### src/rtl/idle_tick_pkg.sv
package idle_tick_pkg;

    localparam int unsigned DEF_CNT_W   = 16;
    localparam int unsigned DEF_TAP_BIT = 12;

    typedef struct packed {
        logic en_we;
        logic en_d;
        logic pend_clr;
    } tick_cmd_t;

    typedef struct packed {
        logic pend;
        logic en;
    } tick_flags_t;

    // A tap change outranks a clear request arriving on the same edge.
    function automatic logic next_pend(input logic toggle, input logic clr,
                                       input logic cur);
        logic r;
        if (toggle)
            r = 1'b1;
        else if (clr)
            r = 1'b0;
        else
            r = cur;
        return r;
    endfunction

    function automatic logic next_en(input logic we, input logic d,
                                     input logic cur);
        return we ? d : cur;
    endfunction

endpackage

### src/rtl/idle_down_counter.sv
module idle_down_counter #(
    parameter int unsigned CNT_W   = idle_tick_pkg::DEF_CNT_W,
    parameter int unsigned TAP_BIT = idle_tick_pkg::DEF_TAP_BIT
) (
    input  logic clk,
    input  logic rst,
    input  logic adv,
    output logic tap,
    output logic zero
);
    localparam logic [CNT_W-1:0] ONE = {{(CNT_W-1){1'b0}}, 1'b1};

    logic [CNT_W-1:0] cnt_q;

    always_ff @(posedge clk) begin
        if (rst)
            cnt_q <= '0;
        else if (adv)
            cnt_q <= cnt_q - ONE;
    end

    assign tap  = cnt_q[TAP_BIT];
    assign zero = (cnt_q == '0);
endmodule

### src/rtl/idle_tap_edge.sv
module idle_tap_edge (
    input  logic clk,
    input  logic rst,
    input  logic tap,
    output logic toggle
);
    logic tap_q;

    always_ff @(posedge clk) begin
        if (rst)
            tap_q <= 1'b0;
        else
            tap_q <= tap;
    end

    assign toggle = tap ^ tap_q;
endmodule

### src/rtl/idle_irq_flags.sv
module idle_irq_flags
    import idle_tick_pkg::*;
(
    input  logic        clk,
    input  logic        rst,
    input  logic        toggle,
    input  tick_cmd_t   cmd,
    output tick_flags_t flags
);
    tick_flags_t flags_q;

    always_ff @(posedge clk) begin
        if (rst) begin
            flags_q <= '0;
        end else begin
            flags_q.pend <= next_pend(toggle, cmd.pend_clr, flags_q.pend);
            flags_q.en   <= next_en(cmd.en_we, cmd.en_d, flags_q.en);
        end
    end

    assign flags = flags_q;
endmodule

### src/rtl/idle_tick_timer.sv
module idle_tick_timer
    import idle_tick_pkg::*;
#(
    parameter int unsigned CNT_W   = DEF_CNT_W,
    parameter int unsigned TAP_BIT = DEF_TAP_BIT
) (
    input  logic clk,
    input  logic rst,
    input  logic cycle_stb,
    input  logic sw_en_we,
    input  logic sw_en_d,
    input  logic sw_pend_clr,
    output logic irq,
    output logic pend_o,
    output logic en_o,
    output logic tc_o
);
    localparam int unsigned TAP_SEL = (TAP_BIT < CNT_W) ? TAP_BIT : CNT_W - 1;

    logic        tap_bit;
    logic        tap_toggle;
    tick_cmd_t   cmd;
    tick_flags_t flags;

    assign cmd.en_we    = sw_en_we;
    assign cmd.en_d     = sw_en_d;
    assign cmd.pend_clr = sw_pend_clr;

    idle_down_counter #(.CNT_W(CNT_W), .TAP_BIT(TAP_SEL)) u_cnt (
        .clk  (clk),
        .rst  (rst),
        .adv  (cycle_stb),
        .tap  (tap_bit),
        .zero (tc_o)
    );

    idle_tap_edge u_edge (
        .clk    (clk),
        .rst    (rst),
        .tap    (tap_bit),
        .toggle (tap_toggle)
    );

    idle_irq_flags u_flags (
        .clk    (clk),
        .rst    (rst),
        .toggle (tap_toggle),
        .cmd    (cmd),
        .flags  (flags)
    );

    assign pend_o = flags.pend;
    assign en_o   = flags.en;
    assign irq    = flags.pend & flags.en;
endmodule

### config.mk
export PLATFORM = sky130hd
export DESIGN_NAME = idle_tick_timer
export DESIGN_NICKNAME = d
export VERILOG_FILES = /design/src/rtl/idle_tick_pkg.sv /design/src/rtl/idle_down_counter.sv /design/src/rtl/idle_tap_edge.sv /design/src/rtl/idle_irq_flags.sv /design/src/rtl/idle_tick_timer.sv
export SDC_FILE = /design/constraint.sdc
export NUM_CORES = 1
export LEC_CHECK = 0
export BUFFER_PORTS_ARGS = -buffer_cell sky130_fd_sc_hd__buf_2
export CAP_MARGIN = 20
export CORE_MARGIN = 2
export CORE_UTILIZATION = 30
export DETAILED_ROUTE_END_ITERATION = 16
export GPL_TIMING_DRIVEN = 0
export SLEW_MARGIN = 0
export SYNTH_ARGS = -nofsm -noshare
export SYNTH_HDL_FRONTEND = slang
export SYNTH_SLANG_ARGS = --single-unit
### constraint.sdc
create_clock -name clk -period 1.6 [get_ports clk]
set_input_delay 0.16 -clock clk [delete_from_list [all_inputs] [get_ports clk]]
set_output_delay 0.16 -clock clk [all_outputs]
set_load 0.05 [all_outputs]
# [Yosys cells after proc, flatten, opt, wreduce, memory -nomap -nowiden]
# Cells that the tools add are included.
[word_totals] ff_bits=19 latchBits=0 ramBits=0 rom_bits=0 out_inout_bits=4 elab_cells=11 mem_count=0
[op_classes] addsub=1 multipliers=0 n_div=0 n_lt_le_gt_ge=0 n_eq_ne=0 shifts=0 mux=2 bitwise=2 n_reduce_logical=2
[op_table] op="logical NOT 16 bit" n=1
[op_table] op="subtractor 16 x 1 -> 16 bit, second input constant" n=1
[op_table] op="2-to-1 mux 1 bit" n=2
[op_table] op="nonzero test 2 bit" n=1
[op_table] op="bitwise AND 1 bit" n=1
[op_table] op="XOR 1 bit" n=1

# [Longest topological paths before layout]
# Gate-level depths: netlist of the first run.
[depth] depth_word=2 ltp_mapped=6 depth_no_buf=5

# [By module]
# From an unflattened synthesis of the first run, not the netlist that was laid out.
[unflattened] cells_unflattened=103 area_unflattened_um2=932.1
[modules_own_cells] mod="idle_down_counter" n_inst=1 cells_each=92 area_per_inst_um2=818.3
[modules_own_cells] mod="idle_irq_flags" n_inst=1 cells_each=7 area_per_inst_um2=72.6
[modules_own_cells] mod="idle_tap_edge" n_inst=1 cells_each=3 area_per_inst_um2=35.0
[modules_own_cells] mod="idle_tick_timer" n_inst=1 cells_each=1 area_per_inst_um2=6.3

# [Worst setup path before layout of the first run]
# Ideal clock, no wire load.
[synth_timing] kind="flip-flop to output port" startpoint="reg u_cnt.cnt_q[0]" endpoint="out tc_o" t_arrival_ps=2557 required_ps=1440 slack_ps=-1117 stages_incl_launch_ff=5 path_buffers=0 cell_sequence="dfxtp_1 -> inv_1 -> ha_1 -> or4b_2 -> nor4_1"
[synth_via] elab_chain_len=1
[synth_lines] element="start: declaration" line="idle_down_counter.sv:13" rtl="logic [CNT_W-1:0] cnt_q;"
[synth_lines] element="start signal: assignment" line="idle_down_counter.sv:19" rtl="cnt_q <= cnt_q - ONE;"
[synth_lines] element="logical NOT 16 bit" line="idle_down_counter.sv:23" rtl="assign zero = (cnt_q == '0);"
[synth_lines] element="end: declaration" line="idle_tick_timer.sv:16" rtl="output logic tc_o"
# Every way passes these cells.

# [Worst setup path after layout of the first run]
[layout_timing] startpoint="reg u_cnt.cnt_q[11]" endpoint="out tc_o"
# The elaborated chain is that of the path after synthesis.

==> parameters.txt, run 1 <==
Parameter                              Value

Logic synthesis
  Cell count after synthesis    98
  XOR/XNOR share of the synthesized area    2.95%
  Post-synthesis area per instance    9.08 sq um
  Synthesized cell area    890 sq um
  Synth Register Bits    19
  Synthesized-area fraction occupied by ao, oa, aoi and oai cells    9.70%
  Share of flip-flops with an asynchronous set or reset after synthesis    0%
  Mux contribution to synthesized area    8.72%
  Net count after synthesis    105
  Dominant combinational cell family by area after synthesis    simple AND/OR/NAND/NOR gates
  Area fraction in and, or, nand and nor cells after synthesis    30.9%
  Post-synthesis adder-cell area fraction    1.41%
  Post-synth cell types    27
  EDFF count, synth    0
  Sequential share of the synthesized area    42.8%
  Total number of yosys warnings    0
  Top_reg_cell synth    sky130_fd_sc_hd__dfxtp_1

STA
  Final Setup Violations    10
  Final slew viol count    0
  Share of the clock period used by the worst path    116%
  Worst-case hold slack    0.0893 ns
  Count of endpoints failing hold in the final timing report    0
  Worst setup slack after layout    -0.256 ns
  Relative max-transition margin    61.4%
  Highest clock frequency the design can meet    0.539 GHz
  Actual slew at the worst max-slew pin    0.579 ns
  Final Skew    0.00638 ns
  RSZ-0062 raised after global routing    yes
  Min cycle time layout    1.86 ns

Outcome
  Outcome    finished with violations
  Failing checks    negative setup slack

Setup path
  Crit path max fanout    5
  Register-to-Register Path Depth    4
  Category of the worst setup path launch point    register
  Reg-to-reg critical path endpoint    u_cnt.cnt_q[14]
  Source of the worst register-to-register timing path    u_cnt.cnt_q[11]
  Setup slack on the worst flop-to-flop path    -0.20 ns
  Capturing element type of the critical path    primary output
  Worst Path Class, Setup    register to primary output
  Data arrival time of the worst path    1.70 ns
  Req. time, crit path    1.44 ns

Placed design
  I/O Buffers    9
  Cell Area, Placed    1060 sq um
  DP Wirelength    1.29 mm
  Setup WS pre-CTS    -0.156 ns
  Routability congestion estimate from global placement    0.735

Detailed routing
  Mean routed wirelength per cell    14.2 microns
  Via density    5.41
  Initial DRC Count    7
  Vias    822
  Number of detailed-route iterations in the first pass    4
  Wire length after detailed routing    2.16 mm
  DRC violation count after routing    0
  Number of routed nets with antenna violations    0

Clock tree
  CTS max path bufs    2
  Clock transition time at the flip-flop clock pins of the worst setup and hold paths    0.11 ns
  Master cell of the clock root buffer    sky130_fd_sc_hd__clkbuf_4
  Number of clock buffers inserted by TritonCTS    3
  CTS tree    done
  Number of buffers inserted for hold repair after clock tree synthesis    0
  Latest clock arrival within the worst-skew pair    0.30 ns
  CTS H-Tree Depth    1
  Total number of clock tree sinks    19

Die
  Initial standard-cell utilization of the core    32.0%
  Total number of placement rows    19
  Floorplan Core Area    2780 sq um
  Overall die area    3420 sq um
  I/O pin total    10
  Height of the die    58.5 microns
  Die width    58.5 microns

Final layout
  FILL cells    269
  Post-Route Utilization    47.8%
  Final Net Count    129
  Footprint of the multi-input gates    672 sq um
  Post-synthesis to final-layout area growth    49.4%
  Commonest non-fill, non-tap cells in the layout    sky130_fd_sc_hd__nor2_1, sky130_fd_sc_hd__buf_4, sky130_fd_sc_hd__dfxtp_2
  Share of layout cells above drive strength 1    57.0%
  Number of antenna cells inserted    0
  Register cell area after layout    399 sq um
  Final std cell area, no fill    1330 sq um
  Most common library cell in the layout ignoring fill and taps    sky130_fd_sc_hd__nor2_1

Hold path
  Min-Delay Path Depth    2
  Capture endpoint of the worst hold path    u_cnt.cnt_q[1]
  Worst min-delay path category    input pin to register
  Beginning of the worst hold path    cycle_stb

GRT
  Residual overflow from global routing    0
  Largest net degree at the start of global routing    11
  Vias in the first global route    811
  Overall fraction of global-route tracks in use    13.7%
  Wire length of the first global-routing pass    3.57 mm
  Initial antenna violation count    0

Pwr
  Design Power    1.69 mW
  Power per cell area    1270 nW/um^2
  Worst voltage drop across the vdd grid    0.893 mV
  Leakage component of the power    0.509 nW

Flow run
  Maximum Capacitance Violations    0
-- registers in the layout, indices dropped and copies added (netlist names) --
register,flops
u_cnt.cnt_q,16
u_flags.flags,2
u_edge.tap_q,1
-- cell type report --
class                           count  area share (%)
Buffer                              5            3.58
Tap cell                           31            2.92
Clock buffer                        4            1.98
Inverter                            2           0.565
Timing Repair Buffer               20            10.4
Multi-Input combinational cell     71            50.6
Sequential cell                    19            30.0
-- routing by layer --
| layer | up-vias | track usage (%) | share of wire, % |
|---|---|---|---|
| li1 | 398 | - | - |
| met1 | 407 | 16.3 | 44 |
| met2 | 15 | 23.9 | 51 |
| met3 | 2 | 4.62 | 3.9 |
| met4 | 0 | 2.99 | 0.60 |
| met5 | - | 0 | 0 |
-- how the worst max path moves through the flow --
stage                 endpoint            start  cells past startpoint  slack [ns]
2_1_floorplan             tc_o   u_cnt.cnt_q[1]                      4       -0.19
3_3_place_gp   u_cnt.cnt_q[15]   u_cnt.cnt_q[5]                      4       -0.14
3_5_place_dp   u_cnt.cnt_q[15]   u_cnt.cnt_q[5]                      4       -0.16
4_1_cts                   tc_o  u_cnt.cnt_q[11]                      3       -0.30
5_1_grt                   tc_o  u_cnt.cnt_q[13]                      3       -0.33
6_report                  tc_o  u_cnt.cnt_q[11]                      3       -0.26
-- report_power, final --
group / total (mW) / internal [mW] / switching, mW / leakage, nW
Sequential: 0.625 / 0.549 / 0.0765 / 0.161
Clock: 0.250 / 0.0972 / 0.153 / 0.0150
Combinational: 0.817 / 0.429 / 0.388 / 0.333
Total: 1.69 / 1.07 / 0.617 / 0.509
-- stage by stage --
step                setup TNS (ns)  std cells
floorplan                   -0.365         98
global placement            -0.688        138
detailed placement          -0.901        138
CTS                          -1.27        147
global route                 -1.64        152
finish                       -1.19        152
-- cell usage after synthesis (2+ instances only) --
master / number / area [sq um]
sky130_fd_sc_hd__dfxtp_1: 19 / 380
sky130_fd_sc_hd__nor2_1: 11 / 41.3
sky130_fd_sc_hd__a21oi_1: 8 / 40.0
sky130_fd_sc_hd__mux2_2: 6 / 67.6
sky130_fd_sc_hd__nor2b_1: 6 / 37.5
sky130_fd_sc_hd__nor4_1: 6 / 37.5
sky130_fd_sc_hd__or3_1: 6 / 37.5
sky130_fd_sc_hd__or4_1: 6 / 45.0
sky130_fd_sc_hd__clkbuf_1: 5 / 18.8
sky130_fd_sc_hd__o21ai_0: 3 / 15.0
sky130_fd_sc_hd__inv_1: 2 / 7.51
sky130_fd_sc_hd__nand2_1: 2 / 7.51
sky130_fd_sc_hd__o31ai_1: 2 / 15.0
sky130_fd_sc_hd__or4b_1: 2 / 20.0
sky130_fd_sc_hd__xnor2_1: 2 / 17.5
-- timing repair --
action,CTS,global route
hold endpoints to repair,0,0
resized for setup,20,25
endpoints found under the setup margin,10,13
buffers inserted,5,6
pin swaps,7,8
-- critical path: stages, from the launching register on --
cell and delay [ns]:
sky130_fd_sc_hd__dfxtp_2 0.35, sky130_fd_sc_hd__or4_4 0.55, sky130_fd_sc_hd__nor4_4 0.30, sky130_fd_sc_hd__buf_6 0.19
-- cells by family after synthesis --
family,count (synthesis)
XOR/XNOR,3
AND/OR/NAND/NOR,45
adder cells (fa/ha/maj),1
AO/OA/AOI/OAI,15
multiplexers,7
flip-flops,19
buffers and inverters,8
No activity file was read; power rests on OpenSTA's default activity.
==> inputs of run 2 (changes only) <==
==> constraint.sdc (replaced) <==
create_clock -name clk -period 1.6 [get_ports clk]
set_input_delay 0.08 -clock clk [delete_from_list [all_inputs] [get_ports clk]]
set_output_delay 0.08 -clock clk [all_outputs]
set_load 0.05 [all_outputs]
==> parameters.txt, run 2 (synthesis results as in run 1) <==
Parameter                              Value

Outcome
  Outcome    finished with violations
  Failing checks    negative setup slack

GRT
  Initial antenna violation count    0 (unchanged)
  Vias in the first global route    816 (+0.62%)
  Residual overflow from global routing    0 (unchanged)
  Wire length of the first global-routing pass    3.55 mm (-0.78%)
  Largest net degree at the start of global routing    11 (unchanged)
  Overall fraction of global-route tracks in use    13.7% (-0.046 points)

Final layout
  Post-synthesis to final-layout area growth    48.9%
  Number of flip-flops under the largest register name    16 (unchanged)
  Footprint of the multi-input gates    673 sq um (+0.19%)
  Commonest non-fill, non-tap cells in the layout    sky130_fd_sc_hd__nor2_1, sky130_fd_sc_hd__dfxtp_1, sky130_fd_sc_hd__buf_2, sky130_fd_sc_hd__dfxtp_2
  Register cell area after layout    398 sq um (-0.31%)
  FILL cells    271 (+0.74%)
  Number of antenna cells inserted    0 (unchanged)
  Most common library cell in the layout ignoring fill and taps    sky130_fd_sc_hd__nor2_1
  Final Net Count    127 (-1.6%)
  Register ranked first by flip-flop count    u_cnt.cnt_q
  Share of layout cells above drive strength 1    58.0% (+0.96 points)

Pwr
  Design Power    1.65 mW (-2.4%)
  Switching power total    0.597 mW (-3.4%)
  Power per cell area    1250 nW/um^2 (-2.1%)
  Part of the total power dissipated in combinational logic    46.6% (-1.7 points)
  Leakage component of the power    0.505 nW (-0.78%)
  Pint    1.05 mW (-1.9%)
  Power share of the clock group    15.2% (+0.4 points)
  Register share of total power    38.2% (+1.2 points)
  Switching power as a share of total power    36.1% (-0.35 points)
  Worst voltage drop across the vdd grid    0.762 mV (-15%)

Clock tree
  CTS tree    done
  Clock transition time at the flip-flop clock pins of the worst setup and hold paths    0.11 ns (about the same)
  CTS H-Tree Depth    1 (unchanged)
  Number of clock buffers inserted by TritonCTS    3 (unchanged)
  Latest clock arrival within the worst-skew pair    0.30 ns (about the same)
  Total number of clock tree sinks    19 (unchanged)
  Master cell of the clock root buffer    sky130_fd_sc_hd__clkbuf_4
  CTS max path bufs    2 (unchanged)

Detailed routing
  Mean routed wirelength per cell    14.4 microns (+1.4%)
  Via density    5.45 (+0.72%)
  DRC violation count after routing    0 (unchanged)
  Initial DRC Count    9 (+2)
  Number of routed nets with antenna violations    0 (unchanged)
  Number of detailed-route iterations in the first pass    4 (unchanged)
  Wire length after detailed routing    2.16 mm (about the same)
  Vias    817 (-0.61%)

Setup path
  Data arrival time of the worst path    1.72 ns (+0.02 ns)
  Capturing element type of the critical path    primary output
  Req. time, crit path    1.52 ns (+0.08 ns)
  Last element of the critical path    tc_o
  Category of the worst setup path launch point    register
  Source of the worst register-to-register timing path    u_cnt.cnt_q[6]
  Reg-to-reg critical path endpoint    u_cnt.cnt_q[12]
  Setup slack on the worst flop-to-flop path    -0.18 ns (+0.02 ns)
  Register-to-Register Path Depth    4 (unchanged)
  Worst setup path startpoint    u_cnt.cnt_q[6]
  Worst Path Class, Setup    register to primary output
  Crit path max fanout    6 (+1)

Die
  Overall die area    3420 sq um (unchanged)
  Total number of placement rows    19 (unchanged)
  Die width    58.5 microns (unchanged)
  Floorplan Core Area    2780 sq um (unchanged)
  Initial standard-cell utilization of the core    32.0% (unchanged)
  Height of the die    58.5 microns (unchanged)
  I/O pin total    10 (unchanged)

Placed design
  DP Wirelength    1.29 mm (unchanged)
  Routability congestion estimate from global placement    0.735 (unchanged)
  I/O Buffers    9 (unchanged)

Flow run
  Maximum Capacitance Violations    0 (unchanged)

Hold path
  Beginning of the worst hold path    cycle_stb
  Worst min-delay path category    input pin to register

STA
  RSZ-0062 raised after global routing    yes
  Actual slew at the worst max-slew pin    0.643 ns (+0.0638 ns)
  Final slew viol count    0 (unchanged)
  Highest clock frequency the design can meet    0.556 GHz (+3.1%)
  Relative max-transition margin    57.2% (-4.3 points)
  Worst setup slack after layout    -0.200 ns (+0.0564 ns)
  Count of endpoints failing hold in the final timing report    0 (unchanged)
  Final Skew    0.00614 ns (-0.000234 ns)
  Share of the clock period used by the worst path    112% (-3.5 points)
  Setup TNS    -0.944 ns (+0.250 ns)
  Final Setup Violations    10 (unchanged)
  Min cycle time layout    1.80 ns (-0.0564 ns)
  Worst-case hold slack    0.00980 ns (-0.0795 ns)
## run 2: cell types whose count changed in the layout (fill, tap and decap cells not counted), sizes merged
cell / before / now
buf: 22 / 20
## run 2: routing by layer
| layer | routed length (microns) | vias up | share of wire (%) | GRT usage, % |
|---|---|---|---|---|
| li1 | - | 398 | - | - |
| met5 | 0 | - | 0 | 0 |
| met3 | 89 | 4 | 4.1 | 4.62 |
| met2 | 1110 | 14 | 51 | 24.4 |
| met1 | 925 | 401 | 43 | 15.8 |
| met4 | 31 | 0 | 1.4 | 2.99 |
## run 2: what timing repair did
action | CTS | global route
pin swaps | 5 | 10
setup buffers | 7 | 2
hold buffers | 0 | 0
setup endpoints to repair | 10 | 13
resized for setup | 17 | 28
## run 2: worst min path at each step
| stage | endpoint | cells past startpoint | slack, ns |
|---|---|---|---|
| final | u_cnt.cnt_q[1] | 2 | 0.01 |
| after global routing | u_cnt.cnt_q[1] | 2 | 0.02 |
| after CTS | u_cnt.cnt_q[1] | 2 | 0.006 |
| after detailed placement | u_flags.flags[0] | 3 | 0.33 |
| after global placement | u_flags.flags[0] | 3 | 0.32 |
| after floorplan | u_edge.tap_q | 1 | 0.16 |
## run 2: power by group through the flow
stage / Sequential [mW] / Combinational (mW) / Clock (mW)
floorplan: 0.625 / 0.398 / 0
CTS: 0.615 / 0.665 / 0.259
global placement: 0.618 / 0.483 / 0
finish: 0.631 / 0.769 / 0.250
detailed placement: 0.622 / 0.497 / 0
global route: 0.644 / 0.825 / 0.276
## run 2: area by class of cell
| cell class | instances | area share, % |
|---|---|---|
| plain buffers | 5 | 3.21 |
| clock buffers | 4 | 1.98 |
| inverters | 2 | 0.567 |
| multi-input cells | 71 | 50.8 |
| flip-flops and latches | 19 | 30.0 |
| well taps | 31 | 2.93 |
| repair buffers | 18 | 10.5 |
## run 2: through the flow
stage	cell area, sq um	utilization (%)	instances	worst slack (ns)
after detailed placement	1060	38.0	138	-0.156
after global routing	1330	47.6	150	-0.268
after floorplan	972	-	98	-0.110
after CTS	1220	43.8	149	-0.215
after global placement	1060	38.0	138	-0.136
final	1330	47.6	150	-0.200
## run 2: critical path, cell delays in order, from the launching register on
cell and delay, ns:
sky130_fd_sc_hd__dfxtp_4 0.39, sky130_fd_sc_hd__or4_4 0.60, sky130_fd_sc_hd__nor4_4 0.24, sky130_fd_sc_hd__buf_6 0.19
